===== src/rtl/srs_pkg.sv =====
package srs_pkg;

    typedef enum logic [2:0] {
        ST_SHIFT   = 3'd0,
        ST_WRITE   = 3'd1,
        ST_RD_LOAD = 3'd2,
        ST_RD_HOLD = 3'd3,
        ST_RD_SEND = 3'd4
    } srs_state_e;

endpackage


===== src/rtl/srs_sync.sv =====
module srs_sync #(
    parameter int              WIDTH   = 3,
    parameter int              STAGES  = 2,
    parameter logic [WIDTH-1:0] RST_VAL = '0
) (
    input  logic             clk,
    input  logic             rst_n,
    input  logic [WIDTH-1:0] async_i,
    output logic [WIDTH-1:0] level_o,
    output logic [WIDTH-1:0] rise_o,
    output logic [WIDTH-1:0] fall_o
);

    logic [WIDTH-1:0] stage_q [STAGES];
    logic [WIDTH-1:0] prev_q;

    always_ff @(posedge clk) begin
        if (!rst_n) begin
            for (int s = 0; s < STAGES; s++) begin
                stage_q[s] <= RST_VAL;
            end
            prev_q <= RST_VAL;
        end else begin
            stage_q[0] <= async_i;
            for (int s = 1; s < STAGES; s++) begin
                stage_q[s] <= stage_q[s-1];
            end
            prev_q <= stage_q[STAGES-1];
        end
    end

    assign level_o = stage_q[STAGES-1];

    for (genvar b = 0; b < WIDTH; b++) begin : g_edge
        assign rise_o[b] =  stage_q[STAGES-1][b] & ~prev_q[b];
        assign fall_o[b] = ~stage_q[STAGES-1][b] &  prev_q[b];
    end

endmodule


===== src/rtl/srs_frame_fsm.sv =====
module srs_frame_fsm
    import srs_pkg::*;
#(
    parameter int DATA_W = 32,
    parameter int ADDR_W = 8
) (
    input  logic              clk,
    input  logic              rst_n,
    input  logic              sck_rise,
    input  logic              sck_fall,
    input  logic              din_lvl,
    input  logic              stb_lvl,
    input  logic [DATA_W-1:0] rd_word,
    output srs_state_e        state_o,
    output logic              wr_en,
    output logic [ADDR_W-1:0] cmd_addr,
    output logic [DATA_W-1:0] cmd_data,
    output logic              dout
);

    localparam int FRAME_W = DATA_W + ADDR_W;
    localparam int CNT_W   = $clog2(DATA_W);
    localparam logic [CNT_W-1:0] LAST_BIT = CNT_W'(DATA_W - 1);

    srs_state_e        state_q, state_d;
    logic [FRAME_W-1:0] frame_q;
    logic [ADDR_W-1:0]  addr_q;
    logic [DATA_W-1:0]  data_q;
    logic [DATA_W-1:0]  out_q;
    logic [CNT_W-1:0]   cnt_q;
    logic               cmd_edge;

    assign cmd_edge = sck_rise & ~stb_lvl;

    // state register
    always_ff @(posedge clk) begin
        if (!rst_n) begin
            state_q <= ST_SHIFT;
        end else begin
            state_q <= state_d;
        end
    end

    // next state
    always_comb begin
        state_d = state_q;
        unique case (state_q)
            ST_SHIFT: begin
                if (cmd_edge) begin
                    state_d = din_lvl ? ST_WRITE : ST_RD_LOAD;
                end
            end
            ST_WRITE:   state_d = ST_SHIFT;
            ST_RD_LOAD: state_d = ST_RD_HOLD;
            ST_RD_HOLD: begin
                if (sck_fall) begin
                    state_d = ST_RD_SEND;
                end
            end
            ST_RD_SEND: begin
                if (sck_fall && cnt_q == LAST_BIT) begin
                    state_d = ST_SHIFT;
                end
            end
            default:    state_d = ST_SHIFT;
        endcase
    end

    // datapath registers
    always_ff @(posedge clk) begin
        if (!rst_n) begin
            frame_q <= '0;
            addr_q  <= '0;
            data_q  <= '0;
            out_q   <= '0;
            cnt_q   <= '0;
        end else begin
            unique case (state_q)
                ST_SHIFT: begin
                    if (sck_rise && stb_lvl) begin
                        frame_q <= {frame_q[FRAME_W-2:0], din_lvl};
                    end
                    if (cmd_edge) begin
                        addr_q <= frame_q[ADDR_W-1:0];
                        data_q <= frame_q[FRAME_W-1:ADDR_W];
                    end
                end
                ST_RD_LOAD: begin
                    out_q <= rd_word;
                    cnt_q <= '0;
                end
                ST_RD_SEND: begin
                    if (sck_fall) begin
                        out_q <= {out_q[DATA_W-2:0], 1'b0};
                        cnt_q <= cnt_q + 1'b1;
                    end
                end
                default: ;
            endcase
        end
    end

    // outputs
    always_comb begin
        wr_en    = (state_q == ST_WRITE);
        dout     = (state_q == ST_RD_HOLD || state_q == ST_RD_SEND) ? out_q[DATA_W-1] : 1'b0;
        cmd_addr = addr_q;
        cmd_data = data_q;
        state_o  = state_q;
    end

endmodule


===== src/rtl/srs_regfile.sv =====
module srs_regfile #(
    parameter int               DATA_W   = 32,
    parameter int               ADDR_W   = 8,
    parameter logic [ADDR_W-1:0] MODE_A  = 8'h00,
    parameter logic [ADDR_W-1:0] MUX_A   = 8'h02,
    parameter logic [ADDR_W-1:0] SW_A    = 8'h08,
    parameter logic [ADDR_W-1:0] RST_A   = 8'h80,
    parameter logic [ADDR_W-1:0] VER_A   = 8'hFF
) (
    input  logic              clk,
    input  logic              rst_n,
    input  logic              wr_en,
    input  logic [ADDR_W-1:0] addr,
    input  logic [DATA_W-1:0] wdata,
    input  logic [DATA_W-1:0] switch_i,
    input  logic [DATA_W-1:0] version_i,
    output logic [DATA_W-1:0] rdata,
    output logic [DATA_W-1:0] mode_o,
    output logic [DATA_W-1:0] mux_o,
    output logic              req_o
);

    localparam logic [DATA_W-1:0] REQ_ON  = DATA_W'(1);
    localparam logic [DATA_W-1:0] REQ_OFF = '0;

    logic [DATA_W-1:0] mode_q, mux_q, rstreg_q;
    logic              req_q;

    always_ff @(posedge clk) begin
        if (!rst_n) begin
            mode_q   <= '0;
            mux_q    <= '0;
            rstreg_q <= '0;
            req_q    <= 1'b0;
        end else if (wr_en) begin
            if (addr == MODE_A) mode_q <= wdata;
            if (addr == MUX_A)  mux_q  <= wdata;
            if (addr == RST_A) begin
                rstreg_q <= wdata;
                if (wdata == REQ_ON)       req_q <= 1'b1;
                else if (wdata == REQ_OFF) req_q <= 1'b0;
            end
        end
    end

    always_comb begin
        if (addr == MODE_A)     rdata = mode_q;
        else if (addr == MUX_A) rdata = mux_q;
        else if (addr == SW_A)  rdata = switch_i;
        else if (addr == RST_A) rdata = rstreg_q;
        else if (addr == VER_A) rdata = version_i;
        else                    rdata = '0;
    end

    assign mode_o = mode_q;
    assign mux_o  = mux_q;
    assign req_o  = req_q;

endmodule


===== src/rtl/strobe_reg_slave.sv =====
module strobe_reg_slave
    import srs_pkg::*;
#(
    parameter int               DATA_W      = 32,
    parameter int               ADDR_W      = 8,
    parameter int               SYNC_STAGES = 2,
    parameter logic [ADDR_W-1:0] MODE_A     = 8'h00,
    parameter logic [ADDR_W-1:0] MUX_A      = 8'h02,
    parameter logic [ADDR_W-1:0] SW_A       = 8'h08,
    parameter logic [ADDR_W-1:0] RST_A      = 8'h80,
    parameter logic [ADDR_W-1:0] VER_A      = 8'hFF
) (
    input  logic              clk,
    input  logic              rst_n,
    input  logic              ser_clk_i,
    input  logic              ser_din_i,
    input  logic              ser_stb_n_i,
    output logic              ser_dout_o,
    output logic [DATA_W-1:0] mode_o,
    output logic [DATA_W-1:0] mux_o,
    input  logic [DATA_W-1:0] switch_i,
    input  logic [DATA_W-1:0] version_i,
    output logic              reset_req_o
);

    // bit order of the synchroniser vector: 0 clock, 1 data, 2 strobe
    localparam int LINES = 3;

    logic [LINES-1:0]  s_lvl, s_rise, s_fall;
    logic              sck_rise, sck_fall, din_lvl, stb_lvl;
    srs_state_e        fsm_state;
    logic              wr_en;
    logic [ADDR_W-1:0] cmd_addr;
    logic [DATA_W-1:0] cmd_data;
    logic [DATA_W-1:0] rd_word;

    srs_sync #(
        .WIDTH   (LINES),
        .STAGES  (SYNC_STAGES),
        .RST_VAL (3'b100)
    ) u_sync (
        .clk     (clk),
        .rst_n   (rst_n),
        .async_i ({ser_stb_n_i, ser_din_i, ser_clk_i}),
        .level_o (s_lvl),
        .rise_o  (s_rise),
        .fall_o  (s_fall)
    );

    assign sck_rise = s_rise[0];
    assign sck_fall = s_fall[0];
    assign din_lvl  = s_lvl[1];
    assign stb_lvl  = s_lvl[2];

    srs_frame_fsm #(
        .DATA_W (DATA_W),
        .ADDR_W (ADDR_W)
    ) u_fsm (
        .clk      (clk),
        .rst_n    (rst_n),
        .sck_rise (sck_rise),
        .sck_fall (sck_fall),
        .din_lvl  (din_lvl),
        .stb_lvl  (stb_lvl),
        .rd_word  (rd_word),
        .state_o  (fsm_state),
        .wr_en    (wr_en),
        .cmd_addr (cmd_addr),
        .cmd_data (cmd_data),
        .dout     (ser_dout_o)
    );

    srs_regfile #(
        .DATA_W (DATA_W),
        .ADDR_W (ADDR_W),
        .MODE_A (MODE_A),
        .MUX_A  (MUX_A),
        .SW_A   (SW_A),
        .RST_A  (RST_A),
        .VER_A  (VER_A)
    ) u_regs (
        .clk       (clk),
        .rst_n     (rst_n),
        .wr_en     (wr_en),
        .addr      (cmd_addr),
        .wdata     (cmd_data),
        .switch_i  (switch_i),
        .version_i (version_i),
        .rdata     (rd_word),
        .mode_o    (mode_o),
        .mux_o     (mux_o),
        .req_o     (reset_req_o)
    );

endmodule


===== config.mk =====
export PLATFORM = sky130hd
export DESIGN_NAME = strobe_reg_slave
export DESIGN_NICKNAME = d
export VERILOG_FILES = /design/src/rtl/srs_pkg.sv /design/src/rtl/srs_sync.sv /design/src/rtl/srs_frame_fsm.sv /design/src/rtl/srs_regfile.sv /design/src/rtl/strobe_reg_slave.sv
export SDC_FILE = /design/constraint.sdc
export NUM_CORES = 1
export LEC_CHECK = 0
export CAP_MARGIN = 20
export CORE_UTILIZATION = 56
export DETAILED_ROUTE_END_ITERATION = 8
export PLACE_DENSITY = 0.83
export SKIP_LAST_GASP = 1
export SYNTH_ARGS = -nofsm -noshare
export SYNTH_HDL_FRONTEND = slang
export SYNTH_SLANG_ARGS = --single-unit

===== constraint.sdc =====
create_clock -name clk -period 1.99 [get_ports clk]
set_input_delay 0.398 -clock clk [delete_from_list [all_inputs] [get_ports clk]]
set_output_delay 0.398 -clock clk [all_outputs]
set_load 0.05 [all_outputs]

==> run_results.csv <==
group,metric,value,unit
synthesis,avgSynthCellArea,8.32,um^2
die,die_x,138,um
status,violations,"DRC",
die,die_area,0.0191,mm^2
placement,dp_hpwl,20200,um
die,initial_utilization,57.4,%
synthesis,ys_ff_latch,224,
grt,grt_use_total,31.3,%
die,die_y,138,um
final_layout,final_area,0.0131,mm^2
route,drc,24,
clock_tree,cts_hold_buf,0,
synthesis,ys_top_cells_by_count,"nand2_1 (267), dfxtp_1 (224), o21ai_0 (125)",
critical_path,cp_slowest_cell,"dfxtp_4",
route,wl_per_cell,19.1,um
critical_path,critPathCaptureType,"output port",
synthesis,postSynth.asyncResetShare,0,%
placement,place_area,0.0121,mm^2
synthesis,ys_seq_area_share,43.2,%
synthesis,synth_edf_count,0,
synthesis,synthCells,1247,
timing,fin_crit_sh,97.7,%
critical_path,path_max_fanout,6,
timing,rsz0062_at_grt,"true",
synthesis,netlist_top_cells_area,"dfxtp_1 (43%), nand2_1 (9.7%), a21boi_0 (8.0%)",
clock_tree,cts_root_buf,"clkbuf_16",
timing,fin_skew,0.00980,ns
grt,grt_max_degree,55,
grt,grt_pass1_vias,9132,
route,route.met2.wl,14100,um
critical_path,rr_worst_depth,7,
critical_path,cp-start-kind,"flop",
power,power_leakage,0.00525,uW
final_layout,fin_nets,1429,
final_layout,fill_cells,1388,
route,route.met3.wl,2540,um
worst_hold_path,hold_class,"in2reg",
critical_path,max_stage_delay,0.38,ns
timing,finalHoldViolCount,0,
synthesis,synth_area_leader_cell,"dfxtp_1",
route,first_pass_iters,8,
run,drv_cap,0,
clock_tree,clk_pin_slew,0.06,ns
timing,max_clock_freq,0.515,GHz
timing,final_max_slew_viol_count,0,
final_layout,insertedDiodeCount,0,
route,wl_met1,13000,um
timing,finalCriticalPeriod,1.94,ns
final_layout,drive_gt1_share,11.4,%
worst_hold_path,hold_depth,2,
final_layout,syn2layout_area_growth,25.9,%
critical_path,worstPathCellList,"nor2b_4 > nand2_1 > a21boi_2 > buf_12",
timing,whs,0.338,ns
timing,tightest_slew,0.557,ns
placement,globalplace.congestion,0.874,
route,drt-total-wl,30600,um
route,first_iter_violations,855,
clock_tree,cts_buffer_depth,3,
placement,io_buffer_count,134,
die,ios,135,
route,num_vias,9796,
status,status,"finished, violations left",
synthesis,synthesis.area,0.0104,mm^2
synthesis,syn_nets,1318,
critical_path,worstSetupPathType,"reg2out",
clock_tree,cts.sinks,224,
clock_tree,clk_latency,0.52,ns
clock_tree,cts_tree,"yes",
route,ant_nets,0,
clock_tree,h-tree-depth,1,
synthesis,ys.flop_type,"dfxtp_1",
clock_tree,cts-buffers-inserted,24,
grt,grt_pass1_wl,48500,um
synthesis,yosysTopAreaCellShare,43.2,%
critical_path,crit_required,1.59,ns
critical_path,cp.arrival,1.55,ns
synthesis,yosysMostFrequentCell,"nand2_1",
route,vias_per_cell,6.11,
power,ir_drop,0.715,mV
timing,timing.slew.headroom,63.0,%
synthesis,yosys.cell_types.count,44,
timing,setup_violations,0,
synthesis,yosys_warnings,0,
die,num_rows,49,
power,power.density,729,mW/mm^2
route,top_layer,"met4",
die,core,0.0181,mm^2
grt,grt.overflow.total,0,
grt,grt_antenna_before_repair,0,
-- stage by stage --
step / total power [uW] / setup TNS (ns) / setup slack (ns) / instances / util [%]
floorplan: 4710 / 0 / 0.226 / 1247 / -
global route: 9760 / -0.0386 / -0.0300 / 1604 / 72.2
finish: 9530 / 0 / 0.0466 / 1604 / 72.2
CTS: 9570 / 0 / 0.00000167 / 1602 / 71.5
detailed placement: 4910 / 0 / 0.0397 / 1560 / 67.1
global placement: 4910 / 0 / 0.115 / 1560 / 67.1
-- critical path, delay by kind of cell, from the launching register on --
family / cells / cell delay, ns
DFF: 1 / 0.38
buffers and inverters: 1 / 0.16
AOI/OAI and AO/OA: 1 / 0.22
and+or+nand+nor: 2 / 0.27
-- report_power, final --
part | leakage, uW | internal (uW) | switching, uW | total [uW]
clock network | 0.000420 | 2890 | 1830 | 4720
logic | 0.00302 | 192 | 125 | 317
registers | 0.00181 | 4490 | 4.54 | 4490
total | 0.00525 | 7570 | 1960 | 9530
-- cell type report --
cell class / count / area, um^2 / share of cell area [%]
clock inverters: 10 / 128 / 0.977
well taps: 229 / 287 / 2.19
multi-input cells: 909 / 5580 / 42.7
inverters: 4 / 15.0 / 0.115
clock buffers: 33 / 716 / 5.48
repair buffers: 195 / 1850 / 14.2
flip-flops and latches: 224 / 4490 / 34.4
-- path summary, 6_finish.rpt --
check | from | slack [ns] | endpoint
max reg2reg | u_fsm.cmd_addr[1] | 0.06 | u_fsm.out_q[26]
min | rst_n | 0.34 | u_regs.mux_o[12]
min reg2reg | u_sync.stage_q[0][2] | 0.40 | u_sync.stage_q[0][5]
max | u_fsm.state_o[0] | 0.05 | ser_dout_o
-- cells by family (layout without fill, tap and decap cells) --
kind of cell | after synthesis | in the layout | share of synthesized area (%)
xor+xnor | 2 | 2 | 0.169
flops | 224 | 224 | 43.2
fa+ha+maj | 2 | 2 | 0.241
mux | 64 | 64 | 6.17
simple gates | 461 | 461 | 21.4
buf+inv | 114 | 242 | 4.45
compound gates | 380 | 380 | 24.4
-- flip-flops by register name, indices dropped and copies added (netlist names) --
register / flops
u_fsm.frame_q: 40
u_fsm.cmd_data: 32
u_fsm.out_q: 32
u_regs.mode_o: 32
u_regs.mux_o: 32
u_regs.rstreg_q: 32
u_fsm.cmd_addr: 8
u_sync.stage_q: 6
u_fsm.cnt_q: 5
u_fsm.state_o: 3
u_regs.req_o: 1
u_sync.prev_q: 1
-- cell usage in the layout (no fill, tap or decap), types with 3 or more instances in the layout --
cell type	n
a211oi_1	29
a21boi_0	109
a21boi_1	5
a21oi_1	34
a221oi_1	22
a221oi_2	9
and2_1	5
and3_1	3
buf_12	11
buf_4	65
bufinv_16	3
clkbuf_16	25
clkbuf_8	6
clkdlybuf4s50_1	67
clkinv_2	6
dfxtp_1	220
dlygate4sd2_1	49
inv_1	4
mux2i_1	64
nand2_1	265
nand2b_1	3
nand3_1	7
nand4_1	6
nor2_1	5
nor2b_1	101
nor3_1	6
nor4_1	7
o21ai_0	111
o21ai_1	18
o2bb2ai_1	31
or3_1	31
-- timing repair --
item | 4_1_cts | 5_1_grt
buffers inserted | 0 | 2
endpoints found under the setup margin | 69 | 53
resized for setup | 59 | 38
pin swaps | 1 | 2
-- routing by layer --
layer  up-vias  track usage, %
li1       4586               -
met3        81            4.95
met5         -               0
met1      4627            42.8
met2       502            50.0
met4         0            11.7
Power figures use the tool's default switching activity.
